## src/rtl/alu8_pkg.sv

```systemverilog
package alu8_pkg;

   typedef enum logic [4:0] {
      OP_ADD    = 5'd0,
      OP_ADDC   = 5'd1,
      OP_SUBFW  = 5'd2,
      OP_SUBWF  = 5'd3,
      OP_SUBFWB = 5'd4,
      OP_SUBWFB = 5'd5,
      OP_AND    = 5'd6,
      OP_OR     = 5'd7,
      OP_XOR    = 5'd8,
      OP_NOT    = 5'd9,
      OP_NEG    = 5'd10,
      OP_INC    = 5'd11,
      OP_DEC    = 5'd12,
      OP_RLC    = 5'd13,
      OP_RRC    = 5'd14,
      OP_RL     = 5'd15,
      OP_RR     = 5'd16,
      OP_SWAP   = 5'd17,
      OP_MUL    = 5'd18,
      OP_DADJ   = 5'd19,
      OP_ONES   = 5'd20,
      OP_ZERO   = 5'd21
   } alu_op_e;

   localparam int FLG_C  = 0;
   localparam int FLG_DC = 1;
   localparam int FLG_Z  = 2;
   localparam int FLG_OV = 3;
   localparam int FLG_N  = 4;
   localparam int FLG_W  = 5;

   localparam logic [FLG_W-1:0] MASK_ALL = 5'b11111;
   localparam logic [FLG_W-1:0] MASK_ZN  = 5'b10100;
   localparam logic [FLG_W-1:0] MASK_CZN = 5'b10101;
   localparam logic [FLG_W-1:0] MASK_NON = 5'b00000;

endpackage

```

## src/rtl/alu8_addsub.sv

```systemverilog
module alu8_addsub #(
   parameter int WIDTH = 8
) (
   input  logic [WIDTH-1:0] a_i,
   input  logic [WIDTH-1:0] b_i,
   input  logic             cin_i,
   output logic [WIDTH-1:0] sum_o,
   output logic             cout_o,
   output logic             hcout_o,
   output logic             ovf_o
);
   logic [WIDTH:0] full;
   logic [4:0]     low;

   assign full    = {1'b0, a_i} + {1'b0, b_i} + {{WIDTH{1'b0}}, cin_i};
   assign low     = {1'b0, a_i[3:0]} + {1'b0, b_i[3:0]} + {4'b0, cin_i};
   assign sum_o   = full[WIDTH-1:0];
   assign cout_o  = full[WIDTH];
   assign hcout_o = low[4];
   assign ovf_o   = (a_i[WIDTH-1] == b_i[WIDTH-1]) && (full[WIDTH-1] != a_i[WIDTH-1]);
endmodule

```

## src/rtl/alu8_bitmove.sv

```systemverilog
module alu8_bitmove #(
   parameter int WIDTH = 8
) (
   input  logic [WIDTH-1:0] f_i,
   input  logic             cin_i,
   input  logic [2:0]       sel_i,
   output logic [WIDTH-1:0] res_o,
   output logic             cout_o
);
   localparam int HALF = WIDTH / 2;

   always_comb begin
      res_o  = f_i;
      cout_o = cin_i;
      case (sel_i)
         3'd0: begin
            res_o  = {f_i[WIDTH-2:0], cin_i};
            cout_o = f_i[WIDTH-1];
         end
         3'd1: begin
            res_o  = {cin_i, f_i[WIDTH-1:1]};
            cout_o = f_i[0];
         end
         3'd2:    res_o = {f_i[WIDTH-2:0], f_i[WIDTH-1]};
         3'd3:    res_o = {f_i[0], f_i[WIDTH-1:1]};
         default: res_o = {f_i[HALF-1:0], f_i[WIDTH-1:HALF]};
      endcase
   end
endmodule

```

## src/rtl/alu8_decadj.sv

```systemverilog
module alu8_decadj #(
   parameter int WIDTH = 8
) (
   input  logic [WIDTH-1:0] w_i,
   input  logic             dc_i,
   input  logic             c_i,
   output logic [WIDTH-1:0] res_o,
   output logic             cout_o
);
   localparam int NIB = WIDTH / 4;

   logic [NIB:0][WIDTH-1:0] acc;
   logic [NIB:0]            cy;

   assign acc[0] = w_i;
   assign cy[0]  = 1'b0;

   for (genvar k = 0; k < NIB; k++) begin : g_stage
      localparam logic [WIDTH:0] SIX = {{(WIDTH-3){1'b0}}, 4'd6} << (4*k);
      logic           frc;
      logic           fix;
      logic [3:0]     nib;
      logic [WIDTH:0] sum;

      if (k == 0) begin : g_lo
         assign frc = dc_i;
      end else if (k == NIB-1) begin : g_hi
         assign frc = c_i;
      end else begin : g_mid
         assign frc = 1'b0;
      end

      assign nib        = acc[k][4*k +: 4];
      assign fix        = (nib > 4'd9) | frc;
      assign sum        = {1'b0, acc[k]} + (fix ? SIX : '0);
      assign acc[k+1]   = sum[WIDTH-1:0];
      assign cy[k+1]    = cy[k] | sum[WIDTH];
   end

   assign res_o  = acc[NIB];
   assign cout_o = cy[NIB];
endmodule

```

## src/rtl/alu8_core.sv

```systemverilog
module alu8_core
   import alu8_pkg::*;
#(
   parameter int WIDTH  = 8,
   parameter int MUL_EN = 1
) (
   input  logic               clk,
   input  logic               rst_n,
   input  logic               exec_i,
   input  logic [4:0]         op_i,
   input  logic [WIDTH-1:0]   w_i,
   input  logic [WIDTH-1:0]   f_i,
   output logic [WIDTH-1:0]   res_o,
   output logic [2*WIDTH-1:0] prod_o,
   output logic [FLG_W-1:0]   flag_we_o,
   output logic [FLG_W-1:0]   status_o
);
   localparam int PW = 2 * WIDTH;

   if (WIDTH % 4 != 0 || WIDTH < 8) begin : g_bad_width
      $error("alu8_core: WIDTH must be a multiple of 4 and at least 8");
   end
   if (MUL_EN != 0 && MUL_EN != 1) begin : g_bad_mul
      $error("alu8_core: MUL_EN must be 0 or 1");
   end

   alu_op_e          op;
   logic [FLG_W-1:0] status_q;
   logic [FLG_W-1:0] nxt;
   logic             c_q, dc_q;
   logic [WIDTH-1:0] add_a, add_b, add_sum;
   logic             add_ci, add_co, add_hc, add_ov;
   logic [2:0]       mv_sel;
   logic [WIDTH-1:0] mv_res;
   logic             mv_co;
   logic [WIDTH-1:0] da_res;
   logic             da_co;
   logic [PW-1:0]    prod;
   logic             c_new, dc_new, ov_new;

   assign op   = alu_op_e'(op_i);
   assign c_q  = status_q[FLG_C];
   assign dc_q = status_q[FLG_DC];

   // operand steering for the shared adder
   always_comb begin
      add_a  = w_i;
      add_b  = f_i;
      add_ci = 1'b0;
      case (op)
         OP_ADDC:   add_ci = c_q;
         OP_SUBFW:  begin add_a = f_i;  add_b = ~w_i; add_ci = 1'b1; end
         OP_SUBWF:  begin add_a = w_i;  add_b = ~f_i; add_ci = 1'b1; end
         OP_SUBFWB: begin add_a = f_i;  add_b = ~w_i; add_ci = c_q;  end
         OP_SUBWFB: begin add_a = w_i;  add_b = ~f_i; add_ci = c_q;  end
         OP_NEG:    begin add_a = '0;   add_b = ~f_i; add_ci = 1'b1; end
         OP_INC:    begin add_a = f_i;  add_b = '0;   add_ci = 1'b1; end
         OP_DEC:    begin add_a = f_i;  add_b = '1;   add_ci = 1'b0; end
         default:   ;
      endcase
   end

   alu8_addsub #(.WIDTH(WIDTH)) i_addsub (
      .a_i(add_a), .b_i(add_b), .cin_i(add_ci),
      .sum_o(add_sum), .cout_o(add_co), .hcout_o(add_hc), .ovf_o(add_ov)
   );

   always_comb begin
      case (op)
         OP_RLC:  mv_sel = 3'd0;
         OP_RRC:  mv_sel = 3'd1;
         OP_RL:   mv_sel = 3'd2;
         OP_RR:   mv_sel = 3'd3;
         default: mv_sel = 3'd4;
      endcase
   end

   alu8_bitmove #(.WIDTH(WIDTH)) i_bitmove (
      .f_i(f_i), .cin_i(c_q), .sel_i(mv_sel), .res_o(mv_res), .cout_o(mv_co)
   );

   alu8_decadj #(.WIDTH(WIDTH)) i_decadj (
      .w_i(w_i), .dc_i(dc_q), .c_i(c_q), .res_o(da_res), .cout_o(da_co)
   );

   if (MUL_EN == 1) begin : g_mul
      assign prod = {{WIDTH{1'b0}}, w_i} * {{WIDTH{1'b0}}, f_i};
   end else begin : g_nomul
      assign prod = '0;
   end
   assign prod_o = prod;

   // result selection and status write mask
   always_comb begin
      res_o     = '0;
      flag_we_o = MASK_NON;
      c_new     = add_co;
      dc_new    = add_hc;
      ov_new    = add_ov;
      case (op)
         OP_ADD, OP_ADDC, OP_SUBFW, OP_SUBWF, OP_SUBFWB, OP_SUBWFB,
         OP_NEG, OP_INC, OP_DEC: begin
            res_o     = add_sum;
            flag_we_o = MASK_ALL;
         end
         OP_AND:  begin res_o = w_i & f_i; flag_we_o = MASK_ZN; end
         OP_OR:   begin res_o = w_i | f_i; flag_we_o = MASK_ZN; end
         OP_XOR:  begin res_o = w_i ^ f_i; flag_we_o = MASK_ZN; end
         OP_NOT:  begin res_o = ~f_i;      flag_we_o = MASK_ZN; end
         OP_ONES: begin res_o = '1;        flag_we_o = MASK_ZN; end
         OP_ZERO: begin res_o = '0;        flag_we_o = MASK_ZN; end
         OP_RLC, OP_RRC: begin
            res_o     = mv_res;
            c_new     = mv_co;
            flag_we_o = MASK_CZN;
         end
         OP_RL, OP_RR: begin res_o = mv_res; flag_we_o = MASK_ZN; end
         OP_SWAP: res_o = mv_res;
         OP_MUL:  res_o = prod[WIDTH-1:0];
         OP_DADJ: begin
            res_o     = da_res;
            c_new     = c_q | da_co;
            flag_we_o = MASK_CZN;
         end
         default: ;
      endcase
   end

   always_comb begin
      nxt         = '0;
      nxt[FLG_C]  = c_new;
      nxt[FLG_DC] = dc_new;
      nxt[FLG_Z]  = (res_o == '0);
      nxt[FLG_OV] = ov_new;
      nxt[FLG_N]  = res_o[WIDTH-1];
   end

   always_ff @(posedge clk or negedge rst_n) begin
      if (!rst_n) begin
         status_q <= '0;
      end else if (exec_i) begin
         for (int i = 0; i < FLG_W; i++) begin
            if (flag_we_o[i]) status_q[i] <= nxt[i];
         end
      end
   end

   assign status_o = status_q;

   AST_HOLD_IDLE: assert property (@(posedge clk) disable iff (!rst_n)
      !exec_i |=> $stable(status_o));
   AST_Z_TRACK: assert property (@(posedge clk) disable iff (!rst_n)
      exec_i && flag_we_o[FLG_Z] |=> status_o[FLG_Z] == ($past(res_o) == '0));
   AST_N_TRACK: assert property (@(posedge clk) disable iff (!rst_n)
      exec_i && flag_we_o[FLG_N] |=> status_o[FLG_N] == $past(res_o[WIDTH-1]));
   AST_LOGIC_KEEPS_C: assert property (@(posedge clk) disable iff (!rst_n)
      exec_i && (op == OP_AND || op == OP_OR || op == OP_XOR || op == OP_NOT)
      |=> $stable(status_o[FLG_C]) && $stable(status_o[FLG_OV]));
   AST_SWAP_NO_FLAGS: assert property (@(posedge clk) disable iff (!rst_n)
      exec_i && (op == OP_SWAP || op == OP_MUL) |=> $stable(status_o));

   if (MUL_EN == 1) begin : g_mul_chk
      AST_MUL_LOW: assert property (@(posedge clk) disable iff (!rst_n)
         (op == OP_MUL) |-> res_o == prod_o[WIDTH-1:0]);
   end
endmodule

```

## config.mk

```make
export PLATFORM = sky130hd
export DESIGN_NAME = alu8_core
export DESIGN_NICKNAME = d
export VERILOG_FILES = /design/src/rtl/alu8_pkg.sv /design/src/rtl/alu8_addsub.sv /design/src/rtl/alu8_bitmove.sv /design/src/rtl/alu8_decadj.sv /design/src/rtl/alu8_core.sv
export SDC_FILE = /design/constraint.sdc
export NUM_CORES = 1
export LEC_CHECK = 0
export BUFFER_PORTS_ARGS = -buffer_cell sky130_fd_sc_hd__buf_2
export CAP_MARGIN = 30
export CORE_MARGIN = 1.5
export CORE_UTILIZATION = 50
export DETAILED_ROUTE_END_ITERATION = 8
export GPL_ROUTABILITY_DRIVEN = 0
export PLACE_DENSITY = 0.71
export SYNTH_ARGS = -nofsm -noshare
export SYNTH_HDL_FRONTEND = slang
export SYNTH_SLANG_ARGS = --single-unit
```

## constraint.sdc

```tcl
create_clock -name clk -period 12.46 [get_ports clk]
set_input_delay 1.869 -clock clk [delete_from_list [all_inputs] [get_ports clk]]
set_output_delay 1.869 -clock clk [all_outputs]
set_load 0.005 [all_outputs]
```

# Word level (Yosys, flattened, before mapping)
# Cells that the tools add are included.
[totals]
register_bits = 5
inputBits = 24
out_inout_bits = 34
elab_cells = 80
[classes]
add_sub_neg = 6
multipliers = 1
n_lt_le_gt_ge = 2
eq_ne = 27
muxes = 11
bitwise = 9
reduce_logical = 19
[op_table]
columns = ["cell", "n"]
rows = [
  ["8-bit one-hot mux with 9 select lines", 1],
  ["8-bit one-hot mux with 4 select lines", 2],
  ["5-bit by 4-bit equality test with 1-bit output, second input constant", 8],
  ["5-bit equality test, second input constant", 6],
  ["5-bit by 3-bit equality test with 1-bit output, second input constant", 4],
  ["8-bit by 9-bit adder with 9-bit output", 2],
  ["8-bit by 8-bit multiplier with 16-bit output", 1],
  ["8-bit NOT", 2],
  ["8-bit one-hot mux with 2 select lines", 1],
  ["5-bit one-hot mux with 3 select lines", 1],
  ["3-bit one-hot mux with 4 select lines", 1],
  ["5-bit by 2-bit equality test with 1-bit output, second input constant", 2],
  ["8-bit by 8-bit adder with 9-bit output", 1],
  ["9-bit by 1-bit adder with 9-bit output", 1],
  ["3-bit OR reduction", 3],
  ["9-bit OR reduction", 1],
  ["8-bit AND", 1],
  ["4-bit greater-than comparator, second input constant", 2],
  ["8-bit logical NOT", 1],
  ["8-bit bitwise OR", 1],
  ["2-bit AND reduction", 4],
  ["4-bit OR reduction", 2],
  ["8-bit OR reduction", 1],
  ["8-bit bitwise XOR", 1],
  ["other kinds (18)", 25],
]

# Depth between registers and ports, before layout
[depth]
depth_word = 11
ltp_mapped = 19
depth_no_buf = 18

# Cells and area by module
# From an unflattened synthesis, not the netlist that was laid out.
[unflattened]
cells_unflattened = 577
hier_area_um2 = 4518.1
[by_module_without_submodules]
columns = ["module", "n_inst", "cells_per_inst", "area_each_um2", "seq_area_each_um2"]
rows = [
  ["alu8_core", 1, 472, 3648.5, 125.1],
  ["alu8_addsub", 1, 37, 319.1, 0.0],
  ["alu8_decadj", 1, 34, 310.3, 0.0],
  ["alu8_bitmove", 1, 34, 240.2, 0.0],
]

# Worst setup path before layout
# No wires, ideal clock.
[synth_path]
path_kind = "input port to output port"
start = "input port f_i[4]"
end = "output port prod_o[15]"
t_arrival_ns = 5.804
required_ns = 10.591
setup_slack_ns = 4.787
path_stages = 17
path_buffers = 1
cell_sequence = "clkbuf_1 > inv_1 > nor2_1 > fa_1 > fa_1 > inv_1 > fa_1 > fa_1 > inv_1 > ha_1 > o21a_1 > o31a_1 > o21ai_0 > a21oi_1 > and4_1 > o31ai_1 > xnor2_1"
[synth_via]
elab_chain_len = 1
[synth_rtl]
columns = ["item", "line", "source"]
rows = [
  ["start: declaration", "alu8_core.sv:12", "input logic [WIDTH-1:0] f_i,"],
  ["8-bit by 8-bit multiplier with 16-bit output", "alu8_core.sv:87", "assign prod = {{WIDTH{1'b0}}, w_i} * {{WIDTH{1'b0}}, f_i};"],
  ["end: declaration", "alu8_core.sv:14", "output logic [2*WIDTH-1:0] prod_o,"],
]
# No other way between the ends.

# Final worst setup path
[layout_path]
start = "input port w_i[1]"
end = "output port prod_o[15]"
[layout_via]
elab_chain_len = 1
[layout_rtl]
columns = ["item", "line", "source"]
rows = [
  ["start: declaration", "alu8_core.sv:11", "input logic [WIDTH-1:0] w_i,"],
  ["8-bit by 8-bit multiplier with 16-bit output", "alu8_core.sv:87", ""],
]
# No other way between the ends.

==> impl_metrics.tcl <==
set metrics [dict create \
    ir_drop_uv 103.6 \
    setup-violations-final 0 \
    regToRegSetupSlack_ns 8.63 \
    cts_num_sinks 5 \
    synthCells 559 \
    cp_num_buf_inv 5 \
    hold_viol 0 \
    rsz0062_at_grt "false" \
    ctsResizeCount 0 \
    htreeDepth 1 \
    drc 0 \
    syn_nets 685 \
    grt_first_pass_wirelength_mm 20.05 \
    ff2ff_path_depth 13 \
    dp_hpwl_mm 9.877 \
    crit-reg2reg-capture "status_o[2]" \
    largest_reg_flops 5 \
    skew_ns 0.002476 \
    post_cts_buffers 0 \
    cts.path.max_buffers 2 \
    io_buffers 57 \
    cp-start-kind "primary input" \
    timing.rr.start "status_o[0]" \
    first_pass_iters 5 \
    antenna_cells 0 \
    drtIter0Drc 501 \
    detail-route-antenna-nets 0 \
    grt_pass1_vias 3995 \
    clk_latency_ns 0.22 \
    power.density_mw_per_mm2 105.2 \
    drv_slew 0 \
    cp.arrival_ns 6.28 \
    synth_common_cells "76 x inv_1, 64 x nor2_1, 63 x ha_1" \
    hold_buffers 0 \
    coreArea_mm2 0.008175 \
    async_flop_share_pct 100.0 \
    synth_edf_count 0 \
    cts_made_buffers 3 \
    cp.required_ns 10.59 \
    synthFlopType "dfrtp_1" \
    clk_pin_slew_ns 0.04 \
    dpl.cell_count 688 \
    syn_area_mm2 0.004215 \
    hp-class "flip-flop to flip-flop" \
    yosysMostFrequentCell "inv_1" \
    fin_cells 692 \
    die_h_um 94.82 \
    viasPerCell 6.221 \
    area_growth_pct 6.768 \
    synth.area.top_cells "ha_1 19%, fa_1 19%, inv_1 6.8%" \
    grt_max_degree 28 \
    dieArea_mm2 0.008991 \
    cts_tree "built" \
    synth_top_area_share_pct 18.70 \
    grt-ovfl-total 0 \
    crit_start "w_i[1]" \
    postSynthAreaPerCell_um2 7.541 \
    wl_mm 12.46 \
    min_period_ns 8.152 \
    leakage_nw 2.322 \
    max_freq_mhz 122.7 \
    tightestPinTransition_ns 0.7554 \
    critPathMostFrequentCell "fa_1" \
    criticalPathCategory "primary input to output port" \
    cp.depth 18 \
    path_max_fanout 7 \
    vias 4305 \
    min_period_over_period_pct 65.43 \
    crit_path_end_kind "output port" \
    yosysUniqueCellTypes 72 \
    fin_setup_tns_ns 0 \
    pin_count 58 \
    ys_seq_area_share_pct 2.968 \
    cpMaxStageDelayCell "fa_1" \
    die_x_um 94.82 \
    yosys_warnings 0 \
    slowest_delay_ns 0.55 \
    maxCapViolCount 0 \
    max_slew_margin_pct 49.64 \
    grt_antenna_before_repair 0 \
    dp_slack_ns 4.384 \
    start_util_pct 51.56 \
    synth_top_area_cell "ha_1" \
    fillers 794 \
    fin_ws_ns 4.308 \
    cp_top_family "adder cells" \
    routedWlPerCell_um 18.00 \
    status "finished clean" \
    cts_root_buffer "clkbuf_8" \
    drive_gt1_share_pct 12.27 \
    nNetsFinal 714 \
    crit_path_end "prod_o[15]" \
    gr-usage-all-layers_pct 28.32 \
    rows 33 \
    synth_seq_cells 5 \
    path_cells "buf_2 -> inv_1 -> nor2_1 -> fa_1 -> fa_1 -> inv_1 -> fa_1 -> fa_1 -> inv_1 -> ha_1 -> o21a_1 -> o31a_1 -> o21ai_0 -> a21oi_1 -> and4_1 -> o31ai_1 -> xnor2_1 -> buf_2" \
]
[worst min-delay path by stage]
stage                           start  slack (ns)     endpoint  cells after the start
after global placement    status_o[3]        0.47  status_o[3]                      2
after detailed placement  status_o[3]        0.47  status_o[3]                      2
final                     status_o[3]        0.47  status_o[3]                      2
after global routing      status_o[3]        0.51  status_o[3]                      2
after floorplan           status_o[3]        0.47  status_o[3]                      2
after CTS                 status_o[3]        0.48  status_o[3]                      2
[metrics by stage]
| step | util [%] | hold WS (ns) | instance area [µm²] | power [W] |
|---|---|---|---|---|
| 2_1_floorplan | - | 0.4714 | 4215 | 0.0003184 |
| 3_3_place_gp | 54.50 | 0.4669 | 4456 | 0.0004332 |
| 3_5_place_dp | 54.50 | 0.4722 | 4456 | 0.0004392 |
| 4_1_cts | 55.05 | 0.4805 | 4501 | 0.0004742 |
| 5_1_grt | 55.05 | 0.5092 | 4501 | 0.0005259 |
| 6_report | 55.05 | 0.4748 | 4501 | 0.0004736 |
[layout make-up]
class	count	area, µm²	area share (%)
sequential	5	125.1	2.780
timing repair buffer	57	285.3	6.339
clock buffer	4	45.04	1.001
tap	105	131.4	2.919
multi-input combinational	444	3625	80.54
inverter	77	289.0	6.422
[layout by cell type (no fill, tap or decap), drive strengths merged, types with 3 or more instances in the layout]
master	synthesis	layout
clkbuf	16	4
nor4bb	3	3
buf	17	57
nand2b	7	7
xor2	10	10
nand2	58	58
nand3b	3	3
inv	77	77
o21ai	22	22
o211ai	9	9
a22oi	4	4
o21a	4	4
mux2i	3	3
a32o	3	3
fa	39	39
nor3	11	11
nor2b	8	8
xnor2	16	16
o21bai	3	3
a21o	6	6
nor3b	3	3
a221oi	4	4
o221ai	3	3
dfrtp	5	5
nand4	3	3
and2	5	5
a32oi	3	3
a21oi	23	23
o31ai	3	3
o2111ai	4	4
nand3	9	9
nor2	64	64
ha	63	63
or3	4	4
and3	3	3
o2bb2ai	3	3
[power by group]
| group | switching [W] | internal [W] | total, W |
|---|---|---|---|
| registers | 0.00000445 | 0.0000206 | 0.0000250 |
| logic | 0.000230 | 0.000187 | 0.000418 |
| clock network | 0.00000868 | 0.0000220 | 0.0000307 |
[worst min-delay path, delay by kind of cell, from the launching register on]
| family | cells | cell delay [ns] |
|---|---|---|
| AOI/OAI and AO/OA | 1 | 0.05 |
| and+or+nand+nor | 1 | 0.05 |
| DFF | 1 | 0.33 |
[cell families (layout without fill, tap and decap cells)]
logic type                 Yosys count  count (layout)  synth area share, %
adders and majority gates          102             102                37.22
DFF                                  5               5                2.968
buffers and inverters              110             138                11.04
AOI/OAI and AO/OA                  118             118                20.07
xor gates and xnor gates            26              26                5.402
and+or+nand+nor                    194             194                22.32
muxes                                4               4               0.9795
[layer usage]
metal  part of all wire [%]  up-vias  GRT usage, %
met5                      0        -             0
met4                    2.9        0         7.090
met3                     11       36         5.314
met2                     44      264         43.57
met1                     42     2041         40.53
li1                       -     1964             -
No activity file was read; power rests on OpenSTA's default activity.
